`src/rtl/rstseq_pkg.sv`:
```
package rstseq_pkg;

  typedef enum logic [2:0] {
    SEQ_WAIT,
    SEQ_PWRT,
    SEQ_OST,
    SEQ_PULSE,
    SEQ_RUN
  } seq_state_e;

  typedef enum logic [1:0] {
    VEC_RESET = 2'd0,
    VEC_NEXT  = 2'd1,
    VEC_IRQ   = 2'd2
  } vec_sel_e;

  typedef struct packed {
    logic por;
    logic bod;
    logic pin_run;
    logic pin_sleep;
    logic wdt_rst;
    logic wdt_wake;
    logic irq_wake;
  } cause_t;

endpackage

```
`src/rtl/rstseq_delay.sv`:
```
// Modulo-LIMIT step counter; last_o marks the step that completes a period.
module rstseq_delay #(
  parameter int unsigned LIMIT = 4
) (
  input  logic clk,
  input  logic rst_n,
  input  logic clr_i,
  input  logic step_i,
  output logic last_o
);
  localparam int unsigned W = (LIMIT > 1) ? $clog2(LIMIT) : 1;
  localparam logic [W-1:0] TOP = W'(LIMIT - 1);

  logic [W-1:0] cnt_q, cnt_d;

  assign last_o = step_i && (cnt_q == TOP);

  always_comb begin
    cnt_d = cnt_q;
    if (clr_i) begin
      cnt_d = '0;
    end else if (step_i) begin
      cnt_d = last_o ? '0 : cnt_q + W'(1);
    end
  end

  always_ff @(posedge clk or negedge rst_n) begin
    if (!rst_n) begin
      cnt_q <= '0;
    end else begin
      cnt_q <= cnt_d;
    end
  end
endmodule

```
`src/rtl/rstseq_cause.sv`:
```
// Classifies reset and wake causes; keeps the sticky flags and start vector.
module rstseq_cause
  import rstseq_pkg::*;
(
  input  logic       clk,
  input  logic       rst_n,
  input  logic       por_i,
  input  logic       bod_i,
  input  logic       bod_en_i,
  input  logic       ext_rst_n_i,
  input  logic       wdt_to_i,
  input  logic       irq_wake_i,
  input  logic       gie_i,
  input  logic       sleep_i,
  input  logic       in_run_i,
  input  logic       sw_we_i,
  input  logic [1:0] sw_flags_i,
  output logic       cold_o,
  output logic       wdt_rst_o,
  output logic       wake_o,
  output logic [1:0] pwr_flags_o,
  output logic [1:0] tp_flags_o,
  output logic [1:0] vec_sel_o
);
  cause_t   ev;
  logic     quiet, live;
  logic     por_q, bor_q, to_q, pd_q;
  logic     por_d, bor_d, to_d, pd_d;
  vec_sel_e vec_q, vec_d;

  always_comb begin
    ev          = '0;
    ev.por      = por_i;
    ev.bod      = bod_i & bod_en_i & ~por_i;
    quiet       = ~ev.por & ~ev.bod & in_run_i;
    ev.pin_run  = quiet & ~ext_rst_n_i & ~sleep_i;
    ev.pin_sleep= quiet & ~ext_rst_n_i & sleep_i;
    live        = quiet & ext_rst_n_i;
    ev.wdt_rst  = live & wdt_to_i & ~sleep_i;
    ev.wdt_wake = live & wdt_to_i & sleep_i;
    ev.irq_wake = live & irq_wake_i & sleep_i & ~wdt_to_i;
  end

  assign cold_o    = ev.por | ev.bod;
  assign wdt_rst_o = ev.wdt_rst;
  assign wake_o    = ev.wdt_wake | ev.irq_wake;

  always_comb begin
    por_d = por_q;
    bor_d = bor_q;
    to_d  = to_q;
    pd_d  = pd_q;
    vec_d = vec_q;
    if (ev.por) begin
      por_d = 1'b0;
      to_d  = 1'b1;
      pd_d  = 1'b1;
      vec_d = VEC_RESET;
    end else if (ev.bod) begin
      bor_d = 1'b0;
      to_d  = 1'b1;
      pd_d  = 1'b1;
      vec_d = VEC_RESET;
    end else begin
      if (sw_we_i) begin
        {por_d, bor_d} = sw_flags_i;
      end
      if (ev.pin_run) begin
        vec_d = VEC_RESET;
      end
      if (ev.pin_sleep) begin
        to_d  = 1'b1;
        pd_d  = 1'b0;
        vec_d = VEC_RESET;
      end
      if (ev.wdt_rst) begin
        to_d  = 1'b0;
        pd_d  = 1'b1;
        vec_d = VEC_RESET;
      end
      if (ev.wdt_wake) begin
        to_d  = 1'b0;
        pd_d  = 1'b0;
        vec_d = VEC_NEXT;
      end
      if (ev.irq_wake) begin
        to_d  = 1'b1;
        pd_d  = 1'b0;
        vec_d = gie_i ? VEC_IRQ : VEC_NEXT;
      end
    end
  end

  always_ff @(posedge clk or negedge rst_n) begin
    if (!rst_n) begin
      por_q <= 1'b0;
      bor_q <= 1'b0;
      to_q  <= 1'b1;
      pd_q  <= 1'b1;
      vec_q <= VEC_RESET;
    end else begin
      por_q <= por_d;
      bor_q <= bor_d;
      to_q  <= to_d;
      pd_q  <= pd_d;
      vec_q <= vec_d;
    end
  end

  assign pwr_flags_o = {por_q, bor_q};
  assign tp_flags_o  = {to_q, pd_q};
  assign vec_sel_o   = vec_q;
endmodule

```
`src/rtl/rstseq_top.sv`:
```
module rstseq_top
  import rstseq_pkg::*;
#(
  parameter int unsigned CYC_PER_MS = 20000,
  parameter int unsigned PWRT_MS    = 72,
  parameter int unsigned OST_CYCLES = 1024
) (
  input  logic       clk,
  input  logic       rst_n,
  input  logic       por_i,
  input  logic       bod_i,
  input  logic       bod_en_i,
  input  logic       ext_rst_n_i,
  input  logic       wdt_to_i,
  input  logic       irq_wake_i,
  input  logic       gie_i,
  input  logic       sleep_i,
  input  logic       osc_rc_i,
  input  logic       pwrt_dis_i,
  input  logic       sw_we_i,
  input  logic [1:0] sw_flags_i,
  output logic       core_hold_o,
  output logic [1:0] vec_sel_o,
  output logic [1:0] pwr_flags_o,
  output logic [1:0] tp_flags_o
);
  seq_state_e st_q, st_d;
  logic       cold, wdt_rst, wake, clr;
  logic       ms_tick, pwrt_last, ost_last;

  rstseq_cause u_cause (
    .clk         (clk),
    .rst_n       (rst_n),
    .por_i       (por_i),
    .bod_i       (bod_i),
    .bod_en_i    (bod_en_i),
    .ext_rst_n_i (ext_rst_n_i),
    .wdt_to_i    (wdt_to_i),
    .irq_wake_i  (irq_wake_i),
    .gie_i       (gie_i),
    .sleep_i     (sleep_i),
    .in_run_i    (st_q == SEQ_RUN),
    .sw_we_i     (sw_we_i),
    .sw_flags_i  (sw_flags_i),
    .cold_o      (cold),
    .wdt_rst_o   (wdt_rst),
    .wake_o      (wake),
    .pwr_flags_o (pwr_flags_o),
    .tp_flags_o  (tp_flags_o),
    .vec_sel_o   (vec_sel_o)
  );

  // Millisecond prescaler, then millisecond count of the power-up delay.
  rstseq_delay #(.LIMIT(CYC_PER_MS)) u_presc (
    .clk (clk), .rst_n (rst_n), .clr_i (clr),
    .step_i (st_q == SEQ_PWRT), .last_o (ms_tick)
  );

  rstseq_delay #(.LIMIT(PWRT_MS)) u_pwrt (
    .clk (clk), .rst_n (rst_n), .clr_i (clr),
    .step_i (ms_tick), .last_o (pwrt_last)
  );

  rstseq_delay #(.LIMIT(OST_CYCLES)) u_ost (
    .clk (clk), .rst_n (rst_n), .clr_i (clr),
    .step_i (st_q == SEQ_OST), .last_o (ost_last)
  );

  always_comb begin
    st_d = st_q;
    clr  = 1'b0;
    if (cold) begin
      clr  = 1'b1;
      st_d = !pwrt_dis_i ? SEQ_PWRT : (osc_rc_i ? SEQ_PULSE : SEQ_OST);
    end else if (wdt_rst) begin
      clr  = 1'b1;
      st_d = SEQ_PULSE;
    end else if (wake) begin
      clr  = 1'b1;
      st_d = osc_rc_i ? SEQ_RUN : SEQ_OST;
    end else begin
      unique case (st_q)
        SEQ_PWRT:  if (pwrt_last) st_d = osc_rc_i ? SEQ_RUN : SEQ_OST;
        SEQ_OST:   if (ost_last) st_d = SEQ_RUN;
        SEQ_PULSE: st_d = SEQ_RUN;
        default:   st_d = st_q;
      endcase
    end
  end

  always_ff @(posedge clk or negedge rst_n) begin
    if (!rst_n) begin
      st_q <= SEQ_WAIT;
    end else begin
      st_q <= st_d;
    end
  end

  assign core_hold_o = (st_q != SEQ_RUN) || !ext_rst_n_i;
endmodule

```
`config.mk`:
```
export PLATFORM = sky130hd
export DESIGN_NAME = rstseq_top
export DESIGN_NICKNAME = d
export VERILOG_FILES = /design/src/rtl/rstseq_pkg.sv /design/src/rtl/rstseq_delay.sv /design/src/rtl/rstseq_cause.sv /design/src/rtl/rstseq_top.sv
export SDC_FILE = /design/constraint.sdc
export NUM_CORES = 1
export LEC_CHECK = 0
export ABC_AREA = 1
export BUFFER_PORTS_ARGS = -buffer_cell sky130_fd_sc_hd__buf_2
export CORE_ASPECT_RATIO = 0.7
export CORE_MARGIN = 2
export CORE_UTILIZATION = 41
export CTS_BUF_LIST = sky130_fd_sc_hd__clkbuf_16
export CTS_CLUSTER_DIAMETER = 120
export DETAILED_ROUTE_END_ITERATION = 12
export PLACE_DENSITY_LB_ADDON = 0.25
export SETUP_SLACK_MARGIN = 0.3
export SKIP_LAST_GASP = 1
export SLEW_MARGIN = 20
export SYNTH_ARGS = -nofsm -noshare
export SYNTH_HDL_FRONTEND = slang
export SYNTH_HIERARCHICAL = 1
export SYNTH_SLANG_ARGS = --single-unit
```
`constraint.sdc`:
```
create_clock -name clk -period 2.4 [get_ports clk]
set_input_delay 0.6 -clock clk [delete_from_list [all_inputs] [get_ports clk]]
set_output_delay 0.6 -clock clk [all_outputs]
set_load 0.05 [all_outputs]
```
Word-level counts from Yosys, hierarchy flattened
Cells that the tools add are included.
W data, S select, Z words.
{ "totals": {"regBits": 41, "inputBits": 15, "out_inout_bits": 7, "wordCells": 106} }
{ "op_classes": {"addsub": 3, "eq_ne": 11, "n_mux": 46, "bitwise": 21, "n_reduce_logical": 16} }
{ "ops": {"columns": ["cell", "n"], "rows": [
  ["$mux W15", 3],
  ["$mux W10", 3],
  ["$mux W1", 21],
  ["$mux W7", 3],
  ["$mux W2", 9],
  ["$mux W3", 6],
  ["$add A15 B1 Y15 const B", 1],
  ["$eq A15 B15 Y1 const B", 1],
  ["$and A1 B1 Y1", 14],
  ["$reduce_bool A6 Y1", 2],
  ["$add A10 B1 Y10 const B", 1],
  ["$eq A10 B10 Y1 const B", 1],
  ["$reduce_bool A2 Y1", 5],
  ["$pmux W3 S3", 1],
  ["$add A7 B1 Y7 const B", 1],
  ["$eq A7 B7 Y1 const B", 1],
  ["$reduce_bool A7 Y1", 1],
  ["$eq A3 B2 Y1 const B", 2],
  ["$ne A5 B4 Y1 const B", 1],
  ["$ne A5 B5 Y1 const B", 1],
  ["$not A1 Y1", 5],
  ["$reduce_and A2 Y1", 2],
  ["$eq A3 B1 Y1 const B", 1],
  ["$eq A3 B3 Y1 const B", 1],
  ["7 further kinds", 10]
]} }

Logic depth before layout (Yosys ltp)
{ "logic_depth": {"word_depth": 14, "ltp_mapped": 18, "mapped_depth_nobuf": 17} }

Hierarchy
The synthesis kept the hierarchy.
{ "by_module_without_submodules": {"columns": ["module", "instances", "cells_per_inst", "area_each_um2", "seq_area_each_um2"], "rows": [
  ["rstseq_delay (u_presc)", 1, 131, 1013.5, 375.4],
  ["rstseq_delay (u_ost)", 1, 66, 578.1, 250.2],
  ["rstseq_cause", 1, 54, 417.9, 152.6],
  ["rstseq_delay (u_pwrt)", 1, 56, 411.6, 175.2],
  ["rstseq_top", 1, 38, 245.2, 75.1]
]} }

Worst setup path after synthesis
OpenSTA, ideal clock, no wires.
{ "synth_path": {"kind": "reg2reg", "from": "reg st_q[1]", "to": "reg u_presc.cnt_q[14]", "setup_ps": 119, "t_arrival_ps": 2335, "required_ps": 2281, "path_slack_ps": -54, "stages_incl_launch_ff": 15, "path_buffers": 0, "period_less_slack_ps": 2454, "cell_sequence": "dfrtp_1 nor3_1 nand4_4 inv_2 nand2_4 o21bai_2 nor2_8 inv_1 nor2_4 nor2_4 nand3_2 nor2_2 nand3_1 nand2_1 nor2_1"} }
{ "synth_via": {"elab_chain_cells": 11, "elab_cells_between_ends": 19, "classes_between": "eq/ne: 2; mux: 6; bitwise: 9; reduce/logical: 2"} }
{ "synth_rtl": {"columns": ["element", "line", "source"], "rows": [
  ["from (decl)", "rstseq_top.sv:27", "seq_state_e st_q, st_d;"],
  ["from (signal assigned)", "rstseq_top.sv:95", "st_q <= st_d;"],
  ["$eq A3 B3 Y1 *", "rstseq_top.sv:42", ".in_run_i (st_q == SEQ_RUN),"],
  ["$and A1 B1 Y1 *", "rstseq_cause.sv:35", "quiet = ~ev.por & ~ev.bod & in_run_i;"],
  ["$and A1 B1 Y1 *", "rstseq_cause.sv:38", "live = quiet & ext_rst_n_i;"],
  ["$and A1 B1 Y1 (3 in a row)", "rstseq_cause.sv:41", "ev.irq_wake = live & irq_wake_i & sleep_i & ~wdt_to_i;"],
  ["$or A1 B1 Y1 *", "rstseq_cause.sv:46", "assign wake_o = ev.wdt_wake | ev.irq_wake;"],
  ["net wake", "rstseq_top.sv:28", "logic cold, wdt_rst, wake, clr;"],
  ["$mux W1 *", "rstseq_top.sv:78", "end else if (wake) begin"],
  ["$mux W1 *", "rstseq_top.sv:75", "end else if (wdt_rst) begin"],
  ["$mux W1 *", "rstseq_top.sv:72", "if (cold) begin"],
  ["net clr", "rstseq_top.sv:28", null],
  ["$mux W15 / $reduce_bool A2 Y1 (equally long branches)", null, null],
  ["to (signal assigned)", "rstseq_delay.sv:31", "cnt_q <= cnt_d;"],
  ["to (decl)", "rstseq_delay.sv:14", "logic [W-1:0] cnt_q, cnt_d;"]
]} }
The timed path passes the listed nets; every way through them passes the cells marked *. The select of a mux whose other input is x is not followed.
A chain may end at the register's enable or synchronous reset.

Final worst setup path
{ "layout_path": {"from": "reg st_q[2]", "to": "reg u_ost.cnt_q[1]"} }
{ "layout_via": {"elab_cells_between_ends": 19, "classes_between": "eq/ne: 2; mux: 6; bitwise: 9; reduce/logical: 2"} }
{ "layout_rtl": {"columns": ["element", "line", "source"], "rows": [
  ["$eq A3 B3 Y1 *", "rstseq_top.sv:42", null],
  ["$and A1 B1 Y1 *", "rstseq_cause.sv:35", null],
  ["$and A1 B1 Y1 *", "rstseq_cause.sv:38", null],
  ["$and A1 B1 Y1 * (2 in a row)", "rstseq_cause.sv:39", "ev.wdt_rst = live & wdt_to_i & ~sleep_i;"],
  ["net wdt_rst", "rstseq_top.sv:28", null],
  ["$mux W1 *", "rstseq_top.sv:75", null],
  ["$mux W1 *", "rstseq_top.sv:72", null],
  ["net clr", "rstseq_top.sv:28", null],
  ["$mux W10 / $reduce_bool A2 Y1 (equally long branches)", null, null],
  ["to (signal assigned)", "rstseq_delay.sv:31", null],
  ["to (decl)", "rstseq_delay.sv:14", null]
]} }
Marked as above.

==> flow_summary.ini <==
[status]
status = completed

[sta]
layout_worst_path_cycle_share = 0.858
period_needed_ns = 2.06
finalSetupViolations = 0
slew_violations = 0
max_slew_margin = 0.676
rsz0062_at_grt = true
hold_viol = 0
max_slew.worst_pin.slew_ns = 0.485
setup_ws_ns = 0.341
max_freq_mhz = 486
fin_skew_ns = 0.00329

[synthesis]
syn-num-nets = 363
synthFlopType = dfrtp_1
ys_warn_count = 6
synth_top_area_cell = dfrtp_1
async_reset_ff_frac = 1.00
synthCells = 345
synth_edf_count = 0
ys_top_cells_by_area = dfrtp_1 37%, nand2_1 11%, nor2_1 5.6%, inv_1 4.8%, nor2_4 4.2%
yosysSeqAreaShare = 0.386
ys_ff_latch = 41
yosysTopAreaCellShare = 0.366
ys_types = 35
synth_area_um2 = 2670
avgSynthCellArea_um2 = 7.73

[global_routing]
track_usage = 0.176
grt_overflow = 0
grt_max_degree = 23
grt_pass1_wl_um = 10000
grt_pass1_vias = 2132
antenna_found_initial = 0

[finish]
multi_input_area_um2 = 1540
final_area_um2 = 3350
final_nets = 415
layout-drive-gt1-share = 0.347
seq_area_um2 = 1030
area_delta_synth_final_pct = 25.8
antenna_cells = 0
nFillCells = 571

[routing]
drc_errors = 0
drt_pass1_iterations = 5
routed_wl_um = 5880
num_vias = 2329
drt_iter0_drc = 135
postRouteAntennaNets = 0
detail_route.vias_per_cell = 4.89
wl_per_cell_um = 12.3

[setup_path]
path_cells = inv_2 -> nor3_4 -> nand4_4 -> inv_2 -> nand2_4 -> nor2_4 -> nor2_4 -> inv_4 -> nor2_8 -> clkinvlp_4 -> buf_4 -> nor2_4 -> buf_4 -> buf_4 -> nand2_1 -> o21ai_1
arrival_ns = 2.26
end_kind = flip-flop
criticalPathCategory = reg -> reg
cp_slowest_stage_delay_ns = 0.40
required_ns = 2.60
critical_path.max_fanout = 7
crit_slowest_cell = dfrtp_1
start_kind = flip-flop

[placed_design]
place_congestion = 0.890
dp_hpwl_um = 4430
place_ws_ns = -0.00978
dpl_cell_area_um2 = 2940
io_buffers = 21

[clock_network]
cts_tree = yes
clk_path_buf_depth = 2
root_buffer = clkbuf_16
cts_buffers = 5
path_clk_slew_ns = 0.06
clock_latency_ns = 0.28
cts_sinks = 41
cts_hold_buf = 0
htreeDepth = 2

[floorplanning]
die-area_um2 = 7170
start_util = 0.427
die_x_um = 100
ios = 22
die_height_um = 71.5
core_area_um2 = 6250
num_rows = 24

[run]
maxCapViolations = 0

[power]
leakage_nw = 1.53
ir_worst_vdd_mv = 0.286
power_density_nw_per_um2 = 538

[min_path]
hold_path.class = in -> async
path summary, 6_finish.rpt:
check	startpoint	endpoint	slack, ns	cells after the start
min reg2reg	u_cause/pd_q$_DFFE_PN1P_	u_cause/pd_q$_DFFE_PN1P_	0.49	2
max in group asynchronous	rst_n	u_cause/to_q$_DFFE_PN1P_	1.55	2
max	st_q[2]$_DFFE_PN0P_	u_ost/cnt_q[1]$_DFFE_PN0P_	0.34	16
max reg2reg	st_q[2]$_DFFE_PN0P_	u_ost/cnt_q[1]$_DFFE_PN0P_	0.34	16
min	rst_n	u_ost/cnt_q[0]$_DFFE_PN0P_	0.28	1
min in group clk	u_cause/pd_q$_DFFE_PN1P_	u_cause/pd_q$_DFFE_PN1P_	0.49	2
synth_stat cells (2+ instances only):
library cell	count
nor2_4	10
dfstp_2	2
nor2_1	40
nor3_2	3
inv_2	11
nor2_2	16
buf_4	4
o21ai_0	6
nand4_1	15
inv_1	34
dfrtp_1	39
nand3_2	5
nand2_4	3
nor3_1	10
a21oi_1	13
ha_1	3
o21ai_1	7
xor2_1	3
nand2_1	77
nand3_1	19
nand2_2	10
o21ai_2	2
cells by family (layout without fill, tap and decap cells):
group / Yosys count / count (layout) / synth area share
and+or+nand+nor: 215 / 215 / 0.436
buffers and inverters: 50 / 103 / 0.0788
DFF: 41 / 41 / 0.386
AOI/OAI and AO/OA: 32 / 32 / 0.0718
xor gates and xnor gates: 4 / 4 / 0.0131
adders and majority gates: 3 / 3 / 0.0141
layout make-up:
cell class,count,share of cell area
clock buffer,5,0.0373
clock inverter,3,0.0123
inverter,45,0.0530
multi-input combinational,254,0.459
sequential,41,0.307
tap,78,0.0291
timing repair buffer,50,0.102
state kept, by name (all words and copies together), names as in the netlist:
signal and count:
st_q 3, u_cause/bor_q 1, u_cause/pd_q 1, u_cause/por_q 1, u_cause/to_q 1, u_cause/vec_sel_o 2
u_ost/cnt_q 10, u_presc/cnt_q 15, u_pwrt/cnt_q 7
routing by layer:
layer | global-route usage | share of wire | vias up
met3 | 0.0420 | 0.037 | 4
li1 | - | - | 1224
met4 | 0.0381 | 0.0061 | 0
met5 | 0 | 0 | -
met2 | 0.237 | 0.42 | 32
met1 | 0.281 | 0.54 | 1069
worst max-delay path: cells and delay by family (launching register included):
family                 cells  cell delay [ns]
flip-flops                 1             0.40
buffers and inverters      7             0.75
AO/OA/AOI/OAI              1             0.07
AND/OR/NAND/NOR            8             0.75
report_power, final:
group          switching [W]  internal, W  total [W]
combinational       0.000200     0.000118   0.000318
sequential         0.0000202     0.000716   0.000736
clock               0.000263     0.000487   0.000749
total               0.000483      0.00132    0.00180
per-stage QoR:
step                hold slack [ns]  total power (W)  cells  TNS (ns)   util
floorplan                     0.304         0.000930    345         0      -
global placement              0.488          0.00101    448         0  0.471
detailed placement            0.490          0.00101    448  -0.00978  0.471
CTS                           0.294          0.00180    466         0  0.517
global route                  0.312          0.00189    476         0  0.537
finish                        0.279          0.00180    476         0  0.537
cells in the final DEF, fill, tap and decap left out, types with 10 or more instances in the layout:
cell and count:
dfrtp_1 39, buf_4 26, nor2_4 18, nand3_1 18
buf_2 21, nand4_1 15, nor2_2 11, inv_1 31
a21oi_1 10, nor2_1 37, inv_2 11, nand2_1 77
timing repair:
action                                 CTS  global route
setup endpoints to repair               25            27
setup buffers                           10            10
resized for setup                       10            13
endpoints found under the hold margin    0             0
pin swaps                                9            15
Note: power is estimated with default switching activity, not from simulation.
